## src/rtl/bb_pkg.sv

```systemverilog
package bb_pkg;

  typedef enum logic [2:0] {
    ST_IDLE     = 3'd0,
    ST_RD_ISSUE = 3'd1,
    ST_RD_WAIT  = 3'd2,
    ST_WR_ISSUE = 3'd3,
    ST_WR_WAIT  = 3'd4,
    ST_RESP     = 3'd5
  } bb_state_e;

  typedef enum logic [1:0] {
    OP_PASS = 2'd0,
    OP_ARD  = 2'd1,
    OP_AWR  = 2'd2
  } bb_op_e;

endpackage

```

## src/rtl/bb_rst_sync.sv

```systemverilog
module bb_rst_sync #(
  parameter int STAGES = 2
) (
  input  logic clk,
  input  logic rst_n,
  output logic rst_sync_n
);

  logic [STAGES-1:0] sync_q;

  always_ff @(posedge clk or negedge rst_n) begin
    if (!rst_n) sync_q <= '0;
    else        sync_q <= {sync_q[STAGES-2:0], 1'b1};
  end

  assign rst_sync_n = sync_q[STAGES-1];

endmodule

```

## src/rtl/bb_decode.sv

```systemverilog
module bb_decode #(
  parameter int ADDR_W   = 32,
  parameter int DATA_W   = 32,
  parameter int REGION_W = 20,
  parameter int NWIN     = 2,
  parameter logic [NWIN-1:0][ADDR_W-1:0] ALIAS_BASE  = '0,
  parameter logic [NWIN-1:0][ADDR_W-1:0] REGION_BASE = '0
) (
  input  logic [ADDR_W-1:0]          addr,
  output logic                       hit,
  output logic [ADDR_W-1:0]          word_addr,
  output logic [$clog2(DATA_W)-1:0]  bit_idx
);

  localparam int BIT_W   = $clog2(DATA_W);
  localparam int BIT_LSB = $clog2(DATA_W / 8);
  localparam int WORD_SH = BIT_LSB + BIT_W;
  localparam int ALIAS_W = REGION_W + BIT_W;

  logic [NWIN-1:0]             win_hit;
  logic [NWIN-1:0][ADDR_W-1:0] win_word;

  for (genvar gi = 0; gi < NWIN; gi++) begin : g_win
    logic [ADDR_W-1:0] offset;
    always_comb begin
      offset = '0;
      offset[REGION_W-1:BIT_LSB] = addr[ALIAS_W-1:WORD_SH];
    end
    assign win_hit[gi]  = (addr[ADDR_W-1:ALIAS_W] == ALIAS_BASE[gi][ADDR_W-1:ALIAS_W]);
    assign win_word[gi] = REGION_BASE[gi] + offset;
  end

  always_comb begin
    hit       = 1'b0;
    word_addr = addr;
    for (int i = NWIN - 1; i >= 0; i--) begin
      if (win_hit[i]) begin
        hit       = 1'b1;
        word_addr = win_word[i];
      end
    end
  end

  assign bit_idx = addr[WORD_SH-1:BIT_LSB];

endmodule

```

## src/rtl/bb_bitop.sv

```systemverilog
module bb_bitop #(
  parameter int DATA_W = 32
) (
  input  logic [DATA_W-1:0]         word,
  input  logic [$clog2(DATA_W)-1:0] bit_idx,
  input  logic                      new_bit,
  output logic                      bit_val,
  output logic [DATA_W-1:0]         merged
);

  localparam int BIT_W = $clog2(DATA_W);

  for (genvar gb = 0; gb < DATA_W; gb++) begin : g_bit
    assign merged[gb] = (bit_idx == BIT_W'(gb)) ? new_bit : word[gb];
  end

  assign bit_val = word[bit_idx];

endmodule

```

## src/rtl/bb_seq.sv

```systemverilog
module bb_seq
  import bb_pkg::*;
#(
  parameter int ADDR_W = 32,
  parameter int DATA_W = 32
) (
  input  logic                      clk,
  input  logic                      rst_n,
  input  logic                      m_valid,
  output logic                      m_ready,
  input  logic                      m_write,
  input  logic [ADDR_W-1:0]         m_addr,
  input  logic [DATA_W-1:0]         m_wdata,
  input  logic [DATA_W/8-1:0]       m_wstrb,
  output logic                      m_resp,
  output logic [DATA_W-1:0]         m_rdata,
  output logic                      lock,
  input  logic                      dec_hit,
  input  logic [ADDR_W-1:0]         dec_word,
  input  logic [$clog2(DATA_W)-1:0] dec_bit,
  output logic [$clog2(DATA_W)-1:0] bit_q,
  output logic                      wbit_q,
  input  logic                      bit_val,
  input  logic [DATA_W-1:0]         merged,
  output logic                      s_valid,
  input  logic                      s_ready,
  output logic                      s_write,
  output logic [ADDR_W-1:0]         s_addr,
  output logic [DATA_W-1:0]         s_wdata,
  output logic [DATA_W/8-1:0]       s_wstrb,
  input  logic                      s_resp,
  input  logic [DATA_W-1:0]         s_rdata
);

  localparam int STRB_W = DATA_W / 8;
  localparam int BIT_W  = $clog2(DATA_W);

  bb_state_e             state_q, state_d;
  bb_op_e                op_q, op_d;
  logic [ADDR_W-1:0]     addr_q;
  logic [STRB_W-1:0]     strb_q, strb_d;
  logic [DATA_W-1:0]     data_q, data_d;
  logic                  accept;
  logic                  req_en;
  logic                  data_en;

  assign accept = m_valid & m_ready;
  assign req_en = accept;

  // next state and data selection
  always_comb begin
    state_d = state_q;
    data_en = 1'b0;
    data_d  = data_q;
    op_d    = OP_PASS;
    strb_d  = m_wstrb;
    if (dec_hit) begin
      op_d   = m_write ? OP_AWR : OP_ARD;
      strb_d = '1;
    end
    unique case (state_q)
      ST_IDLE: begin
        if (accept) begin
          state_d = (m_write && !dec_hit) ? ST_WR_ISSUE : ST_RD_ISSUE;
          data_en = 1'b1;
          data_d  = m_wdata;
        end
      end
      ST_RD_ISSUE: if (s_ready) state_d = ST_RD_WAIT;
      ST_RD_WAIT: begin
        if (s_resp) begin
          data_en = 1'b1;
          unique case (op_q)
            OP_AWR: begin
              data_d  = merged;
              state_d = ST_WR_ISSUE;
            end
            OP_ARD: begin
              data_d  = {{(DATA_W-1){1'b0}}, bit_val};
              state_d = ST_RESP;
            end
            default: begin
              data_d  = s_rdata;
              state_d = ST_RESP;
            end
          endcase
        end
      end
      ST_WR_ISSUE: if (s_ready) state_d = ST_WR_WAIT;
      ST_WR_WAIT: begin
        if (s_resp) begin
          data_en = 1'b1;
          data_d  = '0;
          state_d = ST_RESP;
        end
      end
      ST_RESP: state_d = ST_IDLE;
      default: state_d = ST_IDLE;
    endcase
  end

  always_ff @(posedge clk or negedge rst_n) begin
    if (!rst_n) state_q <= ST_IDLE;
    else        state_q <= state_d;
  end

  always_ff @(posedge clk or negedge rst_n) begin
    if (!rst_n) begin
      op_q   <= OP_PASS;
      addr_q <= '0;
      strb_q <= '0;
      bit_q  <= '0;
      wbit_q <= 1'b0;
    end else if (req_en) begin
      op_q   <= op_d;
      addr_q <= dec_word;
      strb_q <= strb_d;
      bit_q  <= dec_bit;
      wbit_q <= m_wdata[0];
    end
  end

  always_ff @(posedge clk or negedge rst_n) begin
    if (!rst_n)       data_q <= '0;
    else if (data_en) data_q <= data_d;
  end

  assign m_ready = (state_q == ST_IDLE) & rst_n;
  assign m_resp  = (state_q == ST_RESP);
  assign m_rdata = data_q;
  assign lock    = (op_q == OP_AWR) && (state_q != ST_IDLE);
  assign s_valid = (state_q == ST_RD_ISSUE) || (state_q == ST_WR_ISSUE);
  assign s_write = (state_q == ST_WR_ISSUE);
  assign s_addr  = addr_q;
  assign s_wdata = s_write ? data_q : '0;
  assign s_wstrb = strb_q;

  logic unused_bits;
  assign unused_bits = ^{BIT_W'(0)};

endmodule

```

## src/rtl/bitband_unit.sv

```systemverilog
module bitband_unit #(
  parameter int ADDR_W   = 32,
  parameter int DATA_W   = 32,
  parameter int REGION_W = 20,
  parameter int NWIN     = 2,
  parameter logic [NWIN-1:0][ADDR_W-1:0] ALIAS_BASE  = {32'h4200_0000, 32'h2200_0000},
  parameter logic [NWIN-1:0][ADDR_W-1:0] REGION_BASE = {32'h4000_0000, 32'h2000_0000}
) (
  input  logic                clk,
  input  logic                rst_n,
  input  logic                m_valid,
  output logic                m_ready,
  input  logic                m_write,
  input  logic [ADDR_W-1:0]   m_addr,
  input  logic [DATA_W-1:0]   m_wdata,
  input  logic [DATA_W/8-1:0] m_wstrb,
  output logic                m_resp,
  output logic [DATA_W-1:0]   m_rdata,
  output logic                lock,
  output logic                s_valid,
  input  logic                s_ready,
  output logic                s_write,
  output logic [ADDR_W-1:0]   s_addr,
  output logic [DATA_W-1:0]   s_wdata,
  output logic [DATA_W/8-1:0] s_wstrb,
  input  logic                s_resp,
  input  logic [DATA_W-1:0]   s_rdata
);

  localparam int BIT_W = $clog2(DATA_W);

  logic              rst_sync_n;
  logic              dec_hit;
  logic [ADDR_W-1:0] dec_word;
  logic [BIT_W-1:0]  dec_bit;
  logic [BIT_W-1:0]  bit_q;
  logic              wbit_q;
  logic              bit_val;
  logic [DATA_W-1:0] merged;

  bb_rst_sync #(.STAGES(2)) u_rst (
    .clk        (clk),
    .rst_n      (rst_n),
    .rst_sync_n (rst_sync_n)
  );

  bb_decode #(
    .ADDR_W      (ADDR_W),
    .DATA_W      (DATA_W),
    .REGION_W    (REGION_W),
    .NWIN        (NWIN),
    .ALIAS_BASE  (ALIAS_BASE),
    .REGION_BASE (REGION_BASE)
  ) u_dec (
    .addr      (m_addr),
    .hit       (dec_hit),
    .word_addr (dec_word),
    .bit_idx   (dec_bit)
  );

  bb_bitop #(.DATA_W(DATA_W)) u_bit (
    .word    (s_rdata),
    .bit_idx (bit_q),
    .new_bit (wbit_q),
    .bit_val (bit_val),
    .merged  (merged)
  );

  bb_seq #(.ADDR_W(ADDR_W), .DATA_W(DATA_W)) u_seq (
    .clk      (clk),
    .rst_n    (rst_sync_n),
    .m_valid  (m_valid),
    .m_ready  (m_ready),
    .m_write  (m_write),
    .m_addr   (m_addr),
    .m_wdata  (m_wdata),
    .m_wstrb  (m_wstrb),
    .m_resp   (m_resp),
    .m_rdata  (m_rdata),
    .lock     (lock),
    .dec_hit  (dec_hit),
    .dec_word (dec_word),
    .dec_bit  (dec_bit),
    .bit_q    (bit_q),
    .wbit_q   (wbit_q),
    .bit_val  (bit_val),
    .merged   (merged),
    .s_valid  (s_valid),
    .s_ready  (s_ready),
    .s_write  (s_write),
    .s_addr   (s_addr),
    .s_wdata  (s_wdata),
    .s_wstrb  (s_wstrb),
    .s_resp   (s_resp),
    .s_rdata  (s_rdata)
  );

endmodule

```

## config.mk

```make
export PLATFORM = sky130hd
export DESIGN_NAME = bitband_unit
export DESIGN_NICKNAME = d
export VERILOG_FILES = /design/src/rtl/bb_pkg.sv /design/src/rtl/bb_rst_sync.sv /design/src/rtl/bb_decode.sv /design/src/rtl/bb_bitop.sv /design/src/rtl/bb_seq.sv /design/src/rtl/bitband_unit.sv
export SDC_FILE = /design/constraint.sdc
export NUM_CORES = 1
export LEC_CHECK = 0
export ABC_AREA = 0
export BUFFER_PORTS_ARGS = -buffer_cell sky130_fd_sc_hd__buf_2
export CELL_PAD_IN_SITES_DETAIL_PLACEMENT = 1
export CELL_PAD_IN_SITES_GLOBAL_PLACEMENT = 1
export CORE_MARGIN = 3
export CORE_UTILIZATION = 34
export CTS_CLUSTER_DIAMETER = 80
export DETAILED_ROUTE_END_ITERATION = 12
export HOLD_SLACK_MARGIN = 0.08
export PLACE_DENSITY_LB_ADDON = 0.1
export RECOVER_POWER = 100
export SYNTH_ARGS = -nofsm -noshare
export SYNTH_HDL_FRONTEND = slang
export SYNTH_SLANG_ARGS = --single-unit
```

## constraint.sdc

```tcl
create_clock -name clk -period 3.5 [get_ports clk]
set_clock_uncertainty 0.15 [all_clocks]
set_input_delay 0 -clock clk [delete_from_list [all_inputs] [get_ports clk]]
set_output_delay 0 -clock clk [all_outputs]
set_load 0.01 [all_outputs]
```

-- Yosys cells after proc, flatten, opt, wreduce, memory -nomap -nowiden
Index checks and enable logic that the tools add are counted.
- output and inout bits: 105
- bits of input ports: 106
- word-level logic and storage cells: 127
- register bits: 81
- order comparisons: 1
- $add $sub $neg: 2
- eq/ne operators: 45
- reductions and logical operators: 11
- muxes and demuxes: 58
- bitwise gates (word level): 2
- operators with widths (kind ; count):
    32-bit 2-to-1 mux ; 6
    32-bit case mux with 3 select lines ; 1
    5-bit equality test (second input constant) ; 16
    32-bit case mux with 2 select lines ; 1
    5-bit by 4-bit equality test with 1-bit output (second input constant) ; 8
    1-bit 2-to-1 mux ; 37
    31-bit by 20-bit adder with 32-bit output (first input constant) ; 1
    30-bit by 20-bit adder with 31-bit output (first input constant) ; 1
    5-bit by 3-bit equality test with 1-bit output (second input constant) ; 4
    3-bit 2-to-1 mux ; 6
    3-bit case mux with 5 select lines ; 1
    5-bit by 2-bit equality test with 1-bit output (second input constant) ; 2
    5-bit AND reduction ; 2
    2-bit inequality test (second input constant) ; 4
    7-bit by 5-bit equality test with 1-bit output (second input constant) ; 1
    7-bit by 6-bit equality test with 1-bit output (second input constant) ; 1
    3-bit by 2-bit equality test with 1-bit output (second input constant) ; 2
    3-bit equality test (second input constant) ; 2
    5-bit by 6-bit less-than comparator with 1-bit output (second input constant) ; 1
    2-bit 2-to-1 mux ; 3
    3-bit nonzero test ; 2
    1-bit binary-select mux with 5-bit select ; 1
    5-bit by 1-bit equality test with 1-bit output (second input constant) ; 1
    5-bit logical NOT ; 1
    other kinds (12) ; 14

-- Longest topological paths before layout
- depth after elaboration: 8
- gate-level depth with buffers: 8
- gate-level depth less buffers: 7

-- Modules after synthesis
Synthesis repeated with hierarchy kept, for this count alone.
- cells, all modules: 510
- area, all modules: 5282.6 um2
- by module, submodules not included (module ; sequential area each (um2) ; area each (um2) ; instances ; cells each):
    bb_seq ; 1976.9 ; 3963.8 ; 1 ; 365
    bb_bitop ; 0.0 ; 874.6 ; 1 ; 99
    bb_decode ; 0.0 ; 390.4 ; 1 ; 43
    bb_rst_sync ; 50.0 ; 53.8 ; 1 ; 3

-- Worst setup path after synthesis
Ideal clock, no wire load.
- path kind: flip-flop to flip-flop
- start: register u_rst.sync_q[1]
- end: register u_seq.data_q[24] (netlist: u_seq.m_rdata[24])
- library setup time: 0.135 ns
- buffers on the path: 2
- path slack: 0.107 ns
- cell stages (with the launch flop): 8
- period minus slack after synthesis: 3.393 ns
- data required time: 3.215 ns
- data arrival time: 3.108 ns
- cells stage by stage: dfrtp_1 > nand3b_1 > a21o_1 > a21o_1 > clkbuf_1 > clkbuf_1 > nand2_1 > o21ai_0
- longest elaborated chain between the ends: 5
- elaborated cells between the ends (all ways): 6
- classes of those cells: eq/ne (1); mux (2); bitwise (2); reduce/logical (1)
- RTL lines (element ; RTL line ; RTL):
    start, declared ; bb_rst_sync.sv:9 ; logic [STAGES-1:0] sync_q;
    start signal, assigned ; bb_rst_sync.sv:13 ; else sync_q <= {sync_q[STAGES-2:0], 1'b1};
    1-bit bitwise AND * ; bb_seq.sv:128 ; assign m_ready = (state_q == ST_IDLE) & rst_n;
    1-bit bitwise AND * ; bb_seq.sv:47 ; assign accept = m_valid & m_ready;
    1-bit 2-to-1 mux ; bb_seq.sv:63 ; if (accept) begin
    1-bit case mux with 2 select lines ; bb_seq.sv:61 ; unique case (state_q)
    5-bit AND reduction (no line) * ; n/a ;
    end signal, assigned ; bb_seq.sv:125 ; else if (data_en) data_q <= data_d;
    end, declared ; bb_seq.sv:42 ; logic [DATA_W-1:0] data_q, data_d;
Mark *: on every way between the ends. The rest lies on a longest branch, timed or not.
A chain may end at the register's enable or synchronous reset.

-- Worst setup path in the final report
- start: register u_seq.op_q[0]
- end: register u_seq.data_q[4] (netlist: u_seq.m_rdata[4])
- longest elaborated chain between the ends: 4
- elaborated cells between the ends (all ways): 5
- classes of those cells: eq/ne (2); mux (3)
- RTL lines (element ; RTL line ; RTL):
    start, declared ; bb_seq.sv:39 ; bb_op_e op_q, op_d;
    start signal, assigned ; bb_seq.sv:115 ; op_q <= op_d;
    2-bit by 1-bit equality test with 1-bit output / 2-bit equality test (equally long branches) ; bb_seq.sv:73 ; unique case (op_q)
    32-bit case mux with 2 select lines * ; bb_seq.sv:73 ;
    32-bit 2-to-1 mux * ; bb_seq.sv:71 ; if (s_resp) begin
    32-bit case mux with 3 select lines * ; bb_seq.sv:61 ;
Mark *: on every way between the ends. The rest lies on a longest branch, timed or not. The select of a mux whose other input is x is not followed.

==> reports/metrics.csv <==
metric,value,unit
status,finished with violations,
failing checks,capacitance limit,
Critical Setup Path Class,register to register,
total core area,13400,um^2
Root Buffer,clkbuf_16,
CTS buffer count,9,
R2R Setup Slk,0.34,ns
num rows,42,
"Setup Fix Bufs, Post-CTS",0,
clk_lat worst skew,0.35,ns
GR Util All Layers,24.96,%
Synth Cell Area,4732,um^2
CTS tree,yes,
chip width,124.0,um
cell count of the worst reg-to-reg path,8,
DR pass1 iterations,4,
antenna violations before repair,0,
minimum clock period,3.163,ns
WL final,19.34,mm
P_leak,3.615,nW
Placed Instances,876,
number of global-route vias before repair,5552,
Die H,124.0,um
CTS HTree Levels,3,
internal cell power,0.003093,W
Clock Sinks,81,
worst setup margin,0.3370,ns
Clock power frac,18.0,%
final setup fails,0,
post-layout util,54.05,%
Post-Layout Cell Count,1011,
largest family of logic cells by synthesized area,simple AND/OR/NAND/NOR gates,
register area share after synthesis,42.83,%
Synthesized Nets,638,
P_sw,0.002341,W
Routed Antenna Nets,0,
grt ovf,0,
ys flop type,dfrtp_1,
routed len/inst,19.13,um
Slew headroom,0.7403,%
achievable frequency,316.2,MHz
Maximum Capacitance Violations,1,
number of diodes,0,
deepest clock path buffer count,2,
critical path data required time,3.52,ns
"Arr. time, crit path",3.18,ns
num ports,211,
GP Congestion,0.8142,
proportion of synthesized area in mux cells,15.02,%
final hold vios,0,
RSZ-0062 raised after global routing,false,
final slew viol count,0,
simple-gate portion of the synthesized area,22.53,%
share of cells above drive strength 1,17.01,%
critical path launch point type,register,
DRC viols,0,
Async SR Flop Fraction,100.0,%
via count,5263,
port bufs,210,
pwr dens,750.2,nW/um^2
Yosys warning count,0,
combinational share of power,48.9,%
r2r startpoint,u_seq.op_q[0],
number of flops mapped to enable cells by yosys,0,
sequential share of power,33.1,%
switching share of power,43.08,%
worst slack at placement,0.8716,ns
complex-gate fraction of the synthesized area,14.46,%
HP Class,register to async pin,
Iter 0 DRT Violations,294,
Least-Margin Pin Slew,1.489,ns
initial core utilization,35.31,%
Post-DP HPWL,12.15,mm
critical path endpoint category,register,
xor-xnor portion of the synthesized cell area,0.1851,%
first-pass GRT wire length,29.53,mm
Vias/cell,5.206,
Nets,938,
post-route setup TNS,0,ns
critical path peak fanout,11,
Synth Register Bits,81,
Tcrit/Tclk final,90.37,%
R2R Path End,u_seq.m_rdata[4],
synth unique cells,40,
Worst VDD drop,0.3221,mV
"Clk pin slew, worst setup/hold paths",0.07,ns
adder-cell share of the synthesized area,0.5288,%
die area,15370,um^2
Post-Syn Instances,530,
largest net degree at the start of global routing,66,
area growth from synthesis to layout,53.07,%
syn avg cell area,8.928,um^2
## cell type report
class	instances	area (um^2)
Sequential cell	81	2031
Tap cell	176	220.2
Timing Repair Buffer	337	2171
Multi-Input combinational cell	397	2509
Clock buffer	10	229.0
Inverter	4	15.01
Fill cell	1654	6157
Clock inverter	6	68.82
## cells in the mapped netlist, types with 7 or more instances
cell type | count | share of area (%)
nand2_1 | 131 | 10
dfrtp_1 | 81 | 43
o21ai_0 | 56 | 5.9
mux2i_1 | 50 | 11
clkbuf_1 | 39 | 3.1
and3_1 | 33 | 4.4
a2bb2oi_1 | 31 | 5.7
nand3_1 | 17 | 1.8
nor2_1 | 14 | 1.1
a21oi_1 | 8 | 0.85
mux4_2 | 7 | 3.3
## worst max-delay path by stage
stage                              endpoint  slack [ns]             from  cells past startpoint
final                      u_seq.m_rdata[4]        0.34    u_seq.op_q[0]                      8
after detailed placement   u_seq.m_rdata[0]        0.87   u_seq.bit_q[0]                      6
after CTS                  u_seq.m_rdata[9]        0.45   u_seq.bit_q[0]                      7
after global placement     u_seq.m_rdata[0]        0.91   u_seq.bit_q[0]                      6
after global routing       u_seq.m_rdata[4]        0.02    u_seq.op_q[0]                      8
after floorplan           u_seq.m_rdata[24]        0.11  u_rst.sync_q[1]                      7
## power groups by stage
stage / clock network (W) / registers, W / logic [W]
after floorplan: 0 / 0.00177 / 0.00140
after global placement: 0 / 0.00176 / 0.00224
after detailed placement: 0 / 0.00179 / 0.00232
after CTS: 0.000999 / 0.00178 / 0.00273
after global routing: 0.00104 / 0.00187 / 0.00293
final: 0.000979 / 0.00180 / 0.00265
## cells in the final DEF (no fill, tap or decap), types with 3 or more instances in the layout
cell type | netlist | layout
a21oi_1 | 8 | 8
a2bb2oi_1 | 31 | 31
and3_1 | 33 | 33
and4bb_1 | 0 | 3
buf_2 | 3 | 107
buf_4 | 0 | 7
clkbuf_1 | 39 | 104
clkbuf_16 | 0 | 9
dfrtp_1 | 81 | 80
dlygate4sd3_1 | 0 | 119
inv_1 | 4 | 4
mux2i_1 | 50 | 50
mux4_2 | 7 | 7
nand2_1 | 131 | 131
nand2b_1 | 4 | 4
nand3_1 | 17 | 16
nor2_1 | 14 | 14
nor2b_1 | 5 | 5
nor3_1 | 4 | 4
nor3b_1 | 4 | 4
nor4b_1 | 3 | 3
o21ai_0 | 56 | 56
## worst max-delay path, cell delays in order (launching register included)
cell and delay, ns:
dfrtp_1 0.35, inv_1 0.06, ha_1 0.44, nor4b_1 0.64, nand2_1 0.20, mux2i_1 0.27
a2bb2oi_1 0.23, dlygate4sd3_1 0.57, o21ai_0 0.08
## per-stage QoR
stage | hold slack [ns] | instance area [um^2] | total power (W)
after global routing | 0.1401 | 7243 | 0.005836
after CTS | 0.1286 | 7380 | 0.005504
after detailed placement | -0.3585 | 5891 | 0.004103
after global placement | -0.3622 | 5891 | 0.004008
final | 0.1017 | 7243 | 0.005434
after floorplan | -0.4456 | 4732 | 0.003166
## kinds of logic after synthesis
| kind of cell | after synthesis |
|---|---|
| other | 1 |
| and+or+nand+nor | 227 |
| adders and majority gates | 2 |
| AOI/OAI and AO/OA | 107 |
| xor gates and xnor gates | 1 |
| buffers and inverters | 52 |
| DFF | 81 |
| muxes | 59 |
## layer usage
metal | wire [um] | GRT usage, %
met1 | 7844 | 30.11
met2 | 9834 | 43.60
met3 | 1251 | 5.313
met4 | 409 | 9.582
met5 | 0 | 0
## registers in the layout (all words and copies together) (netlist names)
| register | count |
|---|---|
| u_seq.s_addr | 32 |
| u_seq.wbit_q | 1 |
| u_seq.s_wstrb | 4 |
| u_rst.sync_q | 2 |
| u_seq.m_rdata | 32 |
| u_seq.op_q | 2 |
| u_seq.bit_q | 5 |
| u_seq.state_q | 3 |
## what timing repair did
item | 4_1_cts | 5_1_grt
resized for setup | 0 | 0
hold endpoints to repair | 81 | 0
hold buffers | 119 | 0
Power figures use the tool's default switching activity.
